===== config.mk =====
export PLATFORM = sky130hd
export DESIGN_NAME = lite_uart_regs
export DESIGN_NICKNAME = d
export VERILOG_FILES = /design/src/rtl/lite_uart_pkg.sv /design/src/rtl/lite_fifo.sv /design/src/rtl/lite_reg_ctrl.sv /design/src/rtl/lite_datapath.sv /design/src/rtl/lite_uart_regs.sv
export SDC_FILE = /design/constraint.sdc
export NUM_CORES = 1
export LEC_CHECK = 0
export BUFFER_PORTS_ARGS = -buffer_cell sky130_fd_sc_hd__buf_2
export CAP_MARGIN = 30
export CORE_ASPECT_RATIO = 1.25
export CORE_UTILIZATION = 40
export CTS_BUF_LIST = sky130_fd_sc_hd__clkbuf_2 sky130_fd_sc_hd__clkbuf_4 sky130_fd_sc_hd__clkbuf_8
export CTS_CLUSTER_SIZE = 10
export DETAILED_ROUTE_END_ITERATION = 7
export SLEW_MARGIN = 20
export SYNTH_ARGS = -nofsm -noshare
export SYNTH_HDL_FRONTEND = slang
export SYNTH_SLANG_ARGS = --single-unit
export TNS_END_PERCENT = 50

===== constraint.sdc =====
create_clock -name clk -period 5 [get_ports clk]
set_input_delay 0.25 -clock clk [delete_from_list [all_inputs] [get_ports clk]]
set_output_delay 0.25 -clock clk [all_outputs]
set_load 0.01 [all_outputs]

===== src/rtl/lite_uart_pkg.sv =====
package lite_uart_pkg;
  // word indices selected by address bits 3:2
  localparam logic [1:0] WORD_RX   = 2'd0;
  localparam logic [1:0] WORD_TX   = 2'd1;
  localparam logic [1:0] WORD_STAT = 2'd2;
  localparam logic [1:0] WORD_CTRL = 2'd3;

  // control word bit positions
  localparam int CTRL_TXFLUSH = 0;
  localparam int CTRL_RXFLUSH = 1;
  localparam int CTRL_IE      = 4;

  // strobes from register control to datapath
  typedef struct packed {
    logic rxPop;
    logic txPush;
    logic txFlush;
    logic rxFlush;
    logic ieLoad;
    logic ieValue;
    logic errClear;
  } regStrobes_t;
endpackage


===== src/rtl/lite_fifo.sv =====
module lite_fifo #(
  parameter int WIDTH = 8,
  parameter int DEPTH = 16,
  localparam int AW = $clog2(DEPTH),
  localparam int LW = AW + 1
) (
  input  logic             clk,
  input  logic             rstN,
  input  logic             flush,
  input  logic             push,
  input  logic             pop,
  input  logic [WIDTH-1:0] wdata,
  output logic [WIDTH-1:0] rdata,
  output logic             empty,
  output logic             full,
  output logic [LW-1:0]    level
);
  localparam logic [AW-1:0] LAST = AW'(DEPTH - 1);

  logic [WIDTH-1:0] mem [DEPTH];
  logic [AW-1:0] wrPtr, rdPtr;
  logic [LW-1:0] count;
  logic doPush, doPop;

  assign empty  = (count == '0);
  assign full   = (count == LW'(DEPTH));
  assign level  = count;
  assign doPush = push & ~full;
  assign doPop  = pop & ~empty;
  assign rdata  = mem[rdPtr];

  always_ff @(posedge clk) begin
    if (doPush && !flush) mem[wrPtr] <= wdata;
  end

  always_ff @(posedge clk) begin
    if (!rstN || flush) begin
      wrPtr <= '0;
      rdPtr <= '0;
      count <= '0;
    end else begin
      if (doPush) wrPtr <= (wrPtr == LAST) ? '0 : wrPtr + 1'b1;
      if (doPop)  rdPtr <= (rdPtr == LAST) ? '0 : rdPtr + 1'b1;
      case ({doPush, doPop})
        2'b10:   count <= count + 1'b1;
        2'b01:   count <= count - 1'b1;
        default: count <= count;
      endcase
    end
  end
endmodule


===== src/rtl/lite_reg_ctrl.sv =====
module lite_reg_ctrl
  import lite_uart_pkg::*;
(
  input  logic        busSel,
  input  logic        busWrite,
  input  logic [3:0]  busAddr,
  input  logic [31:0] busWdata,
  input  logic [7:0]  statusByte,
  input  logic [7:0]  rxHead,
  output regStrobes_t strobes,
  output logic [31:0] busRdata
);
  logic [1:0] word;
  logic rdAcc, wrAcc;
  logic unusedBits;

  assign word  = busAddr[3:2];
  assign rdAcc = busSel & ~busWrite;
  assign wrAcc = busSel & busWrite;
  assign unusedBits = ^{busAddr[1:0], busWdata[31:5], busWdata[3:2]};

  always_comb begin
    strobes          = '0;
    strobes.rxPop    = rdAcc && (word == WORD_RX);
    strobes.errClear = rdAcc && (word == WORD_STAT);
    strobes.txPush   = wrAcc && (word == WORD_TX);
    strobes.ieLoad   = wrAcc && (word == WORD_CTRL);
    strobes.ieValue  = busWdata[CTRL_IE];
    strobes.txFlush  = strobes.ieLoad && busWdata[CTRL_TXFLUSH];
    strobes.rxFlush  = strobes.ieLoad && busWdata[CTRL_RXFLUSH];
  end

  always_comb begin
    busRdata = '0;
    if (rdAcc) begin
      case (word)
        WORD_RX:   busRdata = statusByte[0] ? {24'd0, rxHead} : 32'd0;
        WORD_STAT: busRdata = {24'd0, statusByte};
        default:   busRdata = '0;
      endcase
    end
  end
endmodule


===== src/rtl/lite_datapath.sv =====
module lite_datapath
  import lite_uart_pkg::*;
#(
  parameter int DEPTH = 16,
  localparam int LW = $clog2(DEPTH) + 1
) (
  input  logic          clk,
  input  logic          rstN,
  input  regStrobes_t   strobes,
  input  logic [7:0]    wrByte,
  input  logic          txTake,
  input  logic [7:0]    rxByte,
  input  logic          rxPush,
  input  logic          frameErr,
  input  logic          parityErr,
  output logic [7:0]    statusByte,
  output logic [7:0]    rxHead,
  output logic [7:0]    txByte,
  output logic          txValid,
  output logic          irq,
  output logic [LW-1:0] txLevel,
  output logic [LW-1:0] rxLevel
);
  logic txEmpty, txFull, rxEmpty, rxFull;
  logic ovrFlag, frmFlag, parFlag, ieQ;
  logic rxValidQ, txEmptyQ;

  lite_fifo #(.WIDTH(8), .DEPTH(DEPTH)) u_txFifo (
    .clk(clk), .rstN(rstN), .flush(strobes.txFlush),
    .push(strobes.txPush), .pop(txTake), .wdata(wrByte),
    .rdata(txByte), .empty(txEmpty), .full(txFull), .level(txLevel)
  );

  lite_fifo #(.WIDTH(8), .DEPTH(DEPTH)) u_rxFifo (
    .clk(clk), .rstN(rstN), .flush(strobes.rxFlush),
    .push(rxPush), .pop(strobes.rxPop), .wdata(rxByte),
    .rdata(rxHead), .empty(rxEmpty), .full(rxFull), .level(rxLevel)
  );

  always_ff @(posedge clk) begin
    if (!rstN) begin
      ovrFlag  <= 1'b0;
      frmFlag  <= 1'b0;
      parFlag  <= 1'b0;
      ieQ      <= 1'b0;
      rxValidQ <= 1'b0;
      txEmptyQ <= 1'b1;
    end else begin
      ovrFlag  <= (ovrFlag & ~strobes.errClear) | (rxPush & rxFull);
      frmFlag  <= (frmFlag & ~strobes.errClear) | frameErr;
      parFlag  <= (parFlag & ~strobes.errClear) | parityErr;
      if (strobes.ieLoad) ieQ <= strobes.ieValue;
      rxValidQ <= ~rxEmpty;
      txEmptyQ <= txEmpty;
    end
  end

  assign txValid    = ~txEmpty;
  assign statusByte = {parFlag, frmFlag, ovrFlag, ieQ, txFull, txEmpty, rxFull, ~rxEmpty};
  assign irq        = ieQ & ((~rxEmpty & ~rxValidQ) | (txEmpty & ~txEmptyQ));
endmodule


===== src/rtl/lite_uart_regs.sv =====
module lite_uart_regs
  import lite_uart_pkg::*;
#(
  parameter int FIFO_DEPTH = 16,
  localparam int LW = $clog2(FIFO_DEPTH) + 1
) (
  input  logic        clk,
  input  logic        rstN,
  input  logic        busSel,
  input  logic        busWrite,
  input  logic [3:0]  busAddr,
  input  logic [31:0] busWdata,
  output logic [31:0] busRdata,
  output logic [7:0]  txByte,
  output logic        txValid,
  input  logic        txTake,
  input  logic [7:0]  rxByte,
  input  logic        rxPush,
  input  logic        frameErr,
  input  logic        parityErr,
  output logic        irq
);
  regStrobes_t strobes;
  logic [7:0] statusByte, rxHead;
  logic [LW-1:0] txLevel, rxLevel;

  lite_reg_ctrl u_ctrl (
    .busSel(busSel), .busWrite(busWrite), .busAddr(busAddr),
    .busWdata(busWdata), .statusByte(statusByte), .rxHead(rxHead),
    .strobes(strobes), .busRdata(busRdata)
  );

  lite_datapath #(.DEPTH(FIFO_DEPTH)) u_dp (
    .clk(clk), .rstN(rstN), .strobes(strobes), .wrByte(busWdata[7:0]),
    .txTake(txTake), .rxByte(rxByte), .rxPush(rxPush),
    .frameErr(frameErr), .parityErr(parityErr),
    .statusByte(statusByte), .rxHead(rxHead), .txByte(txByte),
    .txValid(txValid), .irq(irq), .txLevel(txLevel), .rxLevel(rxLevel)
  );
endmodule


## Word-level counts from Yosys, hierarchy flattened

Memories as Yosys holds them, arrays and structs flattened. A register that Yosys moved wholly into a read port is not among the register bits.
Cells that the tools add are included.

- Flip-flop bits (word level): 32
- RAM bits: 256
- Output and inout bits: 42
- Memories kept: 2

- Add/subtract/negate cells: 8
- Equal/unequal tests: 13
- Mux-type cells: 17
- Bitwise gates (word level): 25
- Reduce and logical (&&, ||, !) cells: 18

Memories:

| memory | words | bits a word | rd ports | clocked after Yosys merged registers in | write ports | RTL line | RTL |
|---|---|---|---|---|---|---|---|
| u_dp.u_rxFifo.mem | 16 | 8 | 1 | 1 | 1 | lite_fifo.sv:20 | `logic [WIDTH-1:0] mem [DEPTH];` |
| u_dp.u_txFifo.mem | 16 | 8 | 1 | 1 | 1 | lite_fifo.sv:20 |  |

Operators with widths:

| kind | count |
|---|---|
| $pmux W32 S2 | 1 |
| $mux W32 | 1 |
| $mux W4 | 8 |
| $pmux W5 S2 | 2 |
| $add A4 B1 Y4 const B | 4 |
| $eq A4 B4 Y1 const B | 4 |
| $and A1 B1 Y1 | 13 |
| $add A5 B1 Y5 const B | 2 |
| $eq A5 B5 Y1 const B | 2 |
| $logic_not A5 Y1 | 2 |
| $sub A5 B1 Y5 const B | 2 |
| $eq A2 B2 Y1 const B | 4 |
| $logic_and A1 B1 Y1 | 8 |
| $mux W8 | 1 |
| $not A1 Y1 | 8 |
| $eq A2 B1 Y1 const B | 3 |
| $mux W1 | 4 |
| $or A1 B1 Y1 | 4 |
| $reduce_bool A2 Y1 | 2 |
| $logic_not A1 Y1 | 3 |
| $logic_not A2 Y1 | 1 |
| $logic_or A1 B1 Y1 | 2 |

## Logic depth before layout (Yosys ltp)

Gate-level depths: netlist of run 1.

- Word-level depth: 7
- Depth in mapped cells: 15
- Mapped depth without buffers: 12

## Cells and area by module

From an unflattened synthesis of run 1, not the netlist that was laid out.

- Cell total of the unflattened synthesis: 716
- Area total of the unflattened synthesis: 12216.7 um2

By module, submodules not included:

| module | times used | cells each | area an instance (um2) |
|---|---|---|---|
| lite_fifo | 2 | 313 | 5766.8 |
| lite_reg_ctrl | 1 | 61 | 414.1 |
| lite_datapath | 1 | 29 | 269.0 |

## Worst setup path after synthesis of run 1

OpenSTA, ideal clock, no wires.

- Path type: flip-flop to flip-flop
- Start point: reg u_dp.u_txFifo.count[1] (netlist: u_dp.u_txFifo.level[1])
- End point: reg u_dp.u_txFifo.count[4] (netlist: u_dp.u_txFifo.level[4])
- Library setup time: 128 ps
- Data arrival time: 2895 ps
- Data required time: 4872 ps
- Setup slack: 1977 ps
- Cell stages (with the launch flop): 16
- Buffers on the path: 3
- Clock period less this slack: 3023 ps
- Path through: dfxtp_1 -> buf_2 -> nor4_2 -> nand2b_1 -> clkbuf_1 -> nand2_1 -> inv_1 -> ha_1 -> clkbuf_1 -> xor2_1 -> ha_1 -> or3b_1 -> a211o_1 -> a21oi_1 -> xnor2_1 -> nor2_1

- Cells in the longest elaborated chain, start to end: 5
- Elaborated cells between the ends (all ways): 12
- Classes of those cells: add/sub: 2; eq/ne: 3; mux: 1; bitwise: 4; reduce/logical: 2

RTL lines:

| element | RTL line | RTL |
|---|---|---|
| start: declaration | lite_fifo.sv:22 | `logic [LW-1:0] count;` |
| start signal: assignment | lite_fifo.sv:45 | `2'b10: count <= count + 1'b1;` |
| start signal: assignment | lite_fifo.sv:46 | `2'b01: count <= count - 1'b1;` |
| start signal: assignment | lite_fifo.sv:47 | `default: count <= count;` |
| $logic_not A5 Y1 * | lite_fifo.sv:25 | `assign empty = (count == '0);` |
| $not A1 Y1 * | -- |  |
| net txValid | lite_uart_regs.sv:15 | `output logic txValid,` |
| $and A1 B1 Y1 * | lite_fifo.sv:29 | `assign doPop = pop & ~empty;` |
| $eq A2 B1 Y1 or $eq A2 B2 Y1 (tied branches) | lite_fifo.sv:44 | `case ({doPush, doPop})` |
| $pmux W5 S2 or $reduce_bool A2 Y1 (tied branches) | -- |  |

The timed path passes the listed nets; every way through them passes the cells marked *.
A chain may end at the register's enable or synchronous reset.

==> impl_metrics.tcl, run 1 <==
set metrics [dict create \
    async_flop_share 0 \
    grt_max_degree 33 \
    root_buffer "clkbuf_8" \
    area_growth_pct 13.2 \
    ys_seq_elements 296 \
    synth_edf_count 256 \
    seqPwrFrac 0.531 \
    vias 6287 \
    vias_per_cell 5.27 \
    fmax_mhz 296 \
    drive_gt1_frac 0.282 \
    r2r_setup_slack_ns 1.66 \
    initial_utilization 0.411 \
    first_iter_violations 365 \
    antenna_found_initial 1 \
    cp.arrival_ns 3.12 \
    grt-ovfl-total 0 \
    gp_congestion 0.794 \
    drv_cap 0 \
    dp_hpwl_um 16400 \
    insertion_delay_ns 0.59 \
    hold_end "u_dp.ovrFlag" \
    coreArea_um2 29500 \
    skew_ns 0.0483 \
    max_stage_delay_ns 0.87 \
    critPathBufInv 2 \
    cts_setup_buffers 0 \
    synth_cell_types 58 \
    boundaryPins 94 \
    yosysSeqAreaShare 0.700 \
    drc 0 \
    io_buffers 43 \
    slew_violations 0 \
    path_delay_family "flip-flops" \
    cp_max_fo 22 \
    layout_min_cycle_time_ns 3.37 \
    ir_worst_vdd_mv 0.266 \
    rows 70 \
    worstRegToRegCells 11 \
    finalNonFillerCells 1192 \
    end_kind "output pin" \
    cp.required_ns 4.75 \
    ys_warn_count 0 \
    p_comb_frac 0.077 \
    fillCellCount 2550 \
    nets 827 \
    setup_ws_ns 1.63 \
    holdPathStages 3 \
    clockBufferDepth 3 \
    rsz0062_at_grt "false" \
    drt_wl_total_um 25500 \
    setup_violations 0 \
    grt_util_all_layers 0.171 \
    hold_path_class "input pin to register" \
    finalSetupTns_ns 0 \
    finalHoldViolCount 0 \
    p_per_area_nw_per_um2 380 \
    die_area_um2 31000 \
    cts_buffers 46 \
    p_sw_frac 0.228 \
    clock_sinks 296 \
    path_class "register to output pin" \
    synthCells 683 \
    wl_per_cell_um 21.4 \
    fin_util 0.465 \
    ant_nets 0 \
    grt_pass1_vias 6707 \
    dp_slack_ns 1.69 \
    critPathLaunchType "register" \
    syn_area_um2 12100 \
    min_from "rxPush" \
    die_w_um 158 \
    clk_pin_slew_ns 0.06 \
    power.internal_mw 4.02 \
    critPathSlowestCell "dfxtp_2" \
    r2r_start "u_dp.u_txFifo.level[1]" \
    cp_cell_sequence "buf_4 -> mux4_2 -> a2111oi_0 -> a311oi_1 -> buf_2" \
    slew_headroom 0.335 \
    p_sw_mw 1.19 \
    total_power_mw 5.21 \
    clkPwrFrac 0.393 \
    drt_pass1_iterations 4 \
    cts_tree "built" \
    avgSynthCellArea_um2 17.7 \
    synth-main-ff-cell "edfxtp_1" \
    crit_cells 5 \
    grt_first_pass_wirelength_um 38800 \
    p_leak_nw 4.50 \
    cts_max_level 2 \
    die_y_um 197 \
    tightest_slew_ns 0.993 \
    status "finished clean" \
    place_inst 1096 \
    post-route-period-util 0.675 \
    rr_endpoint "u_dp.u_txFifo.level[4]" \
]
==> worst max-delay path by stage <==
stage / startpoint / end / slack (ns)
after detailed placement: u_dp.u_txFifo.level[1] / u_dp.u_txFifo.level[4] / 1.69
after global routing: u_dp.u_txFifo.level[1] / u_dp.u_txFifo.level[4] / 1.35
final: register / busRdata[1] / 1.63
after floorplan: u_dp.u_txFifo.level[1] / u_dp.u_txFifo.level[4] / 1.98
after CTS: register / busRdata[1] / 1.51
after global placement: u_dp.u_txFifo.level[1] / u_dp.u_txFifo.level[4] / 1.75
==> power by group through the flow <==
stage          Clock [mW]  Sequential [mW]  Combinational [mW]
2_1_floorplan           0             2.78               0.322
3_3_place_gp            0             2.82               0.380
3_5_place_dp            0             2.82               0.399
4_1_cts              2.10             2.77               0.404
5_1_grt              2.19             2.77               0.438
6_report             2.05             2.77               0.400
==> sequential cells by signal, indices dropped and copies added, names as in the netlist, named ones only <==
signal	flops
u_dp.u_txFifo.mem	128
u_dp.rxValidQ	1
u_dp.frmFlag	1
u_dp.u_rxFifo.mem	128
u_dp.u_rxFifo.wrPtr	4
u_dp.txEmptyQ	1
u_dp.u_txFifo.wrPtr	4
u_dp.ieQ	1
u_dp.u_txFifo.level	5
u_dp.u_rxFifo.rdPtr	4
u_dp.u_rxFifo.level	5
u_dp.parFlag	1
u_dp.ovrFlag	1
u_dp.u_txFifo.rdPtr	4
==> tightest hold or removal path: cells and delay by family <==
kind | cells | cell delay (ns)
buffers and inverters | 1 | 0.12
and+or+nand+nor | 1 | 0.10
AOI/OAI and AO/OA | 1 | 0.09
==> stage by stage <==
step / cell area, µm² / hold WS (ns)
5_1_grt: 13700 / 0.0353
4_1_cts: 13700 / 0.0154
6_report: 13700 / 0.0342
3_5_place_dp: 12700 / 0.496
3_3_place_gp: 12700 / 0.480
2_1_floorplan: 12200 / 0.349
==> cells in the final DEF, fill, tap and decap left out, types with 11 or more instances in the layout <==
cell type	netlist	final
nand3_1	13	13
mux2i_1	11	11
conb_1	1	24
nor2_1	40	40
buf_2	10	43
ha_1	17	17
dfxtp_1	40	38
buf_4	24	13
clkbuf_8	0	46
a21oi_1	22	22
clkinv_1	0	14
clkbuf_4	0	12
edfxtp_1	256	256
nand2_1	28	28
mux4_2	72	72
==> per-layer routing <==
layer  share of wire  global-route usage  vias to the layer above
met3           0.043              0.0310                       56
met5               0                   0                        -
met2            0.53               0.307                      163
li1                -                   -                     2828
met4           0.033              0.0690                        0
met1            0.39               0.201                     3240
==> final cells by class <==
type                       instances  area [µm²]  share of cell area
sequential                       296        8490               0.619
multi-input combinational        342        3390               0.247
antenna                            1        2.50            0.000182
tap                              396         495              0.0361
inverter                          11        43.8             0.00319
timing repair buffer              61         364              0.0265
clock inverter                    27         210              0.0153
clock buffer                      58         723              0.0527
==> timing repair <==
item,4_1_cts,5_1_grt
endpoints found under the setup margin,0,0
hold buffers,4,0
endpoints found under the hold margin,5,0
resized for setup,0,0
==> Yosys cell counts, drive strengths merged, types with 7 or more instances <==
master  instances  area (µm²)
dfxtp          40         801
mux4           72        1620
a21oi          22         110
nor2           41         156
edfxtp        256        7690
xor2           10        87.6
nor3            8        40.0
mux2i          11         110
nand2          29         116
ha             17         213
inv            11        43.8
buf            41         264
clkbuf         16        60.1
o21ai           8        40.0
mux2            7        78.8
nor2b           8        50.1
nand3          13        65.1
and2            7        43.8
==> cell families after synthesis <==
group,after synthesis,share of synthesized area
adder cells (fa/ha/maj),17,0.0175
XOR/XNOR,12,0.00867
flip-flops,296,0.700
other,1,0.000309
AO/OA/AOI/OAI,62,0.0354
AND/OR/NAND/NOR,137,0.0582
buffers and inverters,68,0.0303
multiplexers,90,0.149
Note: power is estimated with default switching activity, not from simulation.
==> run 2: changes to the inputs <==
ABC_AREA = 1   (was not set)
clock period = 3 ns   (was 5 ns; I/O delays follow)
==> run 2 against run 1 <==
  * Via count grew 38%
  * First-iteration DRC count grew 86%
  * Synthesized cell count grew 83%
  * Global-route usage grew 0.17 points
  * Clock power grew 65%
  * Sequential cell count is the same
  * Core utilization shrank 0.41 points
  * Critical path type unchanged
  * Non-clock buffer count grew 24
  * Final cell count grew 50%
  * Clock skew shrank 0.020 ns
  * Hold slack lost 0.021 ns
==> impl_metrics.tcl, run 2 <==
set metrics [dict create \
    largest_registers "u_dp.u_rxFifo.mem (128), u_dp.u_txFifo.mem (128)" \
    cts_tree "built" \
    grt_pass1_vias 8432 \
    synthCells 1250 \
    async_flop_share 0 \
    synth_cell_types 36 \
    vias_per_cell 4.86 \
    clk_pin_slew_ns 0.06 \
    dp_hpwl_um 17700 \
    ant_nets 0 \
    fin_util 0.461 \
    area_growth_pct 13.1 \
    antennaDiodeCount 0 \
    drive_gt1_frac 0.126 \
    vias 8658 \
    setup_violations 0 \
    yosysTopAreaCell "edfxtp_1" \
    initial_utilization 0.407 \
    syn_area_um2 13000 \
    post-route-period-util 0.824 \
    boundaryPins 94 \
    ys_seq_elements 296 \
    yosysMostFrequentCell "nand2_1" \
    grt_first_pass_wirelength_um 44200 \
    die_area_um2 33200 \
    synth_common_cells "nand2_1, edfxtp_1, inv_1" \
    antenna_found_initial 0 \
    hold_path_class "input pin to register" \
    path_class "register to output pin" \
    ys_warn_count 0 \
    final_common_cell "nand2_1" \
    cp.arrival_ns 2.32 \
    setup_ws_ns 0.528 \
    placed_area_um2 13600 \
    cp_max_fo 37 \
    clock_sinks 296 \
    wl_per_cell_um 15.9 \
    mostFrequentLayoutCells "nand2_1, edfxtp_1, inv_1" \
    critPathLaunchType "register" \
    die_y_um 203 \
    layout_min_cycle_time_ns 2.47 \
    drv_cap 0 \
    p_leak_nw 5.82 \
    drt_wl_total_um 28300 \
    netlist.area_leader.share 0.592 \
    first_iter_violations 680 \
    finalHoldViolCount 0 \
    yosysSeqAreaShare 0.654 \
    grt_util_all_layers 0.173 \
    cts_buffers 49 \
    finalInstanceArea_um2 14700 \
    ir_worst_vdd_mv 0.562 \
    skew_ns 0.0283 \
    drc 0 \
    root_buffer "clkbuf_8" \
    gp_congestion 0.854 \
    synth_area_leaders "edfxtp_1, nand2_1, dfxtp_1" \
    drt_pass1_iterations 5 \
    tightest_slew_ns 0.861 \
    grt-ovfl-total 0 \
    die_w_um 163 \
    slew_violations 0 \
    fmax_mhz 405 \
    rsz0062_at_grt "false" \
    rows 73 \
    finalSetupTns_ns 0 \
    insertion_delay_ns 0.56 \
    status "finished clean" \
    cp.required_ns 2.85 \
    clockBufferDepth 3 \
    cts-resized-gates 0 \
    coreArea_um2 31900 \
    p_per_area_nw_per_um2 642 \
    synth_edf_count 256 \
    avgSynthCellArea_um2 10.4 \
    dp_slack_ns 0.638 \
    synth-main-ff-cell "edfxtp_1" \
    cts_setup_buffers 0 \
    nets 1404 \
    io_buffers 43 \
    end_kind "output pin" \
    slew_headroom 0.424 \
    grt_max_degree 129 \
    cts_max_level 2 \
]
run 2: changes by cell type in the layout (fill, tap and decap cells not counted), sizes merged, moves of 27 or more:
cell / delta
a21oi: +32
inv: +141
mux4: -72
nand2: +312
nand3: +113
nor2: +27
o211ai: +35
o21ai: +41
run 2: report_power, final:
part	internal, mW	total (mW)	leakage (nW)	switching [mW]
combinational	0.475	1.41	2.68	0.935
sequential	4.56	4.65	2.63	0.0836
clock	1.86	3.38	0.506	1.52
run 2: cells by family after synthesis:
family / share of synthesized area
compound gates: 0.0645
xor+xnor: 0.00742
fa+ha+maj: 0.0164
buf+inv: 0.0797
flops: 0.654
other cells: 0.000289
simple gates: 0.178
run 2: final timing paths:
| check | startpoint | endpoint | slack, ns | cells after the start |
|---|---|---|---|---|
| setup / recovery | register | busRdata[2] | 0.53 | 9 |
| hold reg to reg | u_dp.ovrFlag | u_dp.ovrFlag | 0.48 | 2 |
| hold / removal | rxByte[7] | u_dp.u_rxFifo.mem[5][7] | 0.01 | 1 |
| setup reg to reg | u_dp.u_rxFifo.level[1] | u_dp.u_rxFifo.level[4] | 0.62 | 15 |
run 2: cell type report:
| class | count | area (µm²) |
|---|---|---|
| Tap cell | 412 | 515 |
| Inverter | 154 | 578 |
| Sequential cell | 296 | 8490 |
| Fill cell | 2969 | 17200 |
| Timing Repair Buffer | 85 | 606 |
| Clock buffer | 72 | 872 |
| Clock inverter | 15 | 68.8 |
| Multi-Input combinational cell | 749 | 3550 |
run 2: per-stage QoR:
stage / instances / total power [mW] / hold WS, ns
floorplan: 1273 / 5.75 / 0.220
global placement: 1681 / 6.10 / 0.364
detailed placement: 1681 / 6.13 / 0.367
CTS: 1782 / 9.53 / 0.00143
global route: 1783 / 9.90 / 0.00682
finish: 1783 / 9.43 / 0.0135
run 2: worst max-delay path, stage by stage (launching register included):
cell,delay (ns)
dfxtp_1,0.31
inv_2,0.54
nor2_1,0.10
o21ai_0,0.13
nand3_1,0.14
nand2_1,0.11
nand2_1,0.08
nand3_1,0.13
nand2_1,0.09
buf_2,0.14
run 2: layer usage:
metal  track usage  share of wire
met1         0.204           0.41
met2         0.309           0.51
met3        0.0273          0.046
met4        0.0724          0.034
met5             0              0
run 2: repair_timing:
action                                  CTS  global route
hold endpoints to repair                121             4
hold buffers                             14             1
endpoints found under the setup margin    0             0
==> run 3: changes to the inputs <==
clock period = 2.4 ns   (was 3 ns; I/O delays follow)
==> run 3 against run 2 <==
  * Worst setup slack worse by 0.39 ns
  * Critical path depth is the same
  * Count of clock-buffer cells in the layout is 2 lower
  * First-iteration DRC count fell by 16%
  * Hold slack improved by 0.019 ns
  * Sequential cell count stayed put
  * Sequential share of layout area fell by 1.8 points
  * Critical path type unchanged
==> impl_metrics.tcl, run 3 (synthesized netlist as in run 2, its figures left out) <==
set metrics [dict create \
    drive_gt1_frac 0.149 \
    rows 73 \
    die_area_um2 33200 \
    path_class "register to output pin" \
    ir_worst_vdd_mv 0.550 \
    antennaDiodeCount 0 \
    rr_endpoint "u_dp.u_rxFifo.level[4]" \
    slew_headroom 0.591 \
    largest_registers "u_dp.u_rxFifo.mem (128), u_dp.u_txFifo.mem (128)" \
    critPathBufInv 3 \
    max_stage_delay_ns 0.42 \
    drv_cap 0 \
    grt_first_pass_wirelength_um 46200 \
    rsz0062_at_grt "true" \
    area_growth_pct 16.7 \
    r2r_setup_slack_ns 0.21 \
    drt_wl_total_um 29600 \
    critPathLaunchType "register" \
    clockBufferDepth 3 \
    min_from "busWrite" \
    hold_path_class "input pin to register" \
    fillCellCount 2950 \
    cp_cell_sequence "inv_6 -> clkbuf_16 -> o21ai_0 -> nand3_1 -> nand2_1 -> nand2_1 -> nand3_1 -> nand2_1 -> buf_2" \
    initial_utilization 0.407 \
    worstRegToRegCells 15 \
    nets 1438 \
    finalHoldViolCount 0 \
    grt_util_all_layers 0.181 \
    antenna_found_initial 0 \
    clk_pin_slew_ns 0.06 \
    gp_congestion 0.798 \
    drc 0 \
    crit_cells 9 \
    cp_max_fo 15 \
    cts_tree "built" \
    clock_sinks 296 \
    grt-ovfl-total 0 \
    finalInstanceArea_um2 15200 \
    boundaryPins 94 \
    drt_pass1_iterations 5 \
    dp_hpwl_um 18300 \
    cts_buffers 50 \
    grt_pass1_vias 8701 \
    cp.required_ns 2.28 \
    mostFrequentLayoutCells "nand2_1, edfxtp_1, inv_1" \
    wl_per_cell_um 16.2 \
    coreArea_um2 31900 \
    hold_end "u_dp.ieQ" \
    setup_violations 0 \
    finalSetupTns_ns 0 \
    critical_path.most_common_cell "nand2_1" \
    post-route-period-util 0.943 \
    r2r_start "u_dp.u_rxFifo.level[0]" \
    total_power_mw 12.3 \
    grt_max_degree 70 \
    die_w_um 163 \
    insertion_delay_ns 0.57 \
    placed_area_um2 13800 \
    p_per_area_nw_per_um2 814 \
    cts_max_level 2 \
    skew_ns 0.0234 \
    first_iter_violations 569 \
    end_kind "output pin" \
    layout_min_cycle_time_ns 2.26 \
    root_buffer "clkbuf_8" \
    status "finished clean" \
    vias 8816 \
    cp.arrival_ns 2.14 \
    fin_util 0.476 \
    holdPathStages 4 \
    path_delay_family "simple AND/OR/NAND/NOR gates" \
    die_y_um 203 \
    p_leak_nw 6.07 \
    ant_nets 0 \
    io_buffers 43 \
    vias_per_cell 4.84 \
    final_common_cell "nand2_1" \
    timing.hold.ws_ns 0.0325 \
    tightest_slew_ns 0.612 \
    critPathSlowestCell "dfxtp_4" \
    fmax_mhz 442 \
    slew_violations 0 \
]
==> run 3: cell count changes in the layout (fill, tap and decap cells not counted), moves of 2 or more <==
cell           before  now
clkinvlp_4          0    2
clkbuf_16           0    2
inv_6               0    2
buf_12              3    5
clkbuf_8           53   50
dlygate4sd3_1      15   19
bufinv_16           0    4
dfxtp_4             1    3
dfxtp_2             2    0
inv_2               8    6
buf_4              24   48
==> run 3: worst max path at each step <==
stage	from	end	slack, ns
floorplan	u_dp.u_txFifo.level[0]	u_dp.u_txFifo.level[4]	0.41
global route	u_dp.u_rxFifo.level[0]	u_dp.u_rxFifo.level[4]	-0.02
global placement	u_dp.u_txFifo.level[0]	u_dp.u_txFifo.level[4]	0.24
detailed placement	u_dp.u_rxFifo.level[0]	u_dp.u_rxFifo.level[4]	0.21
finish	register	busRdata[2]	0.14
CTS	register	txByte[0]	0.003
==> run 3: report_power, final <==
part	leakage (nW)	internal (mW)	switching, mW
Combinational	2.89	0.650	1.11
Clock	0.551	2.70	1.99
Sequential	2.64	5.70	0.190
==> run 3: routing by layer <==
layer,GRT usage,wire length (µm),share of wire,vias up
met3,0.0277,1310,0.044,73
met1,0.215,12100,0.41,4151
met4,0.0674,938,0.032,0
li1,-,-,-,4386
met2,0.325,15300,0.52,206
met5,0,0,0,-
==> run 3: cell type report <==
cell class                 count  area [µm²]  share of cell area
inverter                     154         586              0.0386
timing repair buffer         118         943              0.0622
tap                          412         515              0.0340
clock inverter                22         211              0.0139
clock buffer                  70         838              0.0553
multi-input combinational    749        3570               0.235
sequential                   296        8500               0.561
==> run 3: through the flow <==
step	std cells	setup WS (ns)
floorplan	1273	0.408
global placement	1706	0.243
detailed placement	1706	0.208
CTS	1818	0.00346
global route	1821	-0.0229
finish	1821	0.137
==> run 3: repair_timing <==
action                                 4_1_cts  5_1_grt
buffers inserted                             0        1
pin swaps                                    0        2
setup endpoints to repair                    4       17
endpoints found under the hold margin      228        0
gates resized for setup                      2        7
cloned                                       1        2
hold buffers                                19        0
==> run 3: worst min-delay path: stages <==
cell and delay [ns]:
buf_2 0.10, nand2_1 0.13, nor3_4 0.07, a21oi_1 0.13
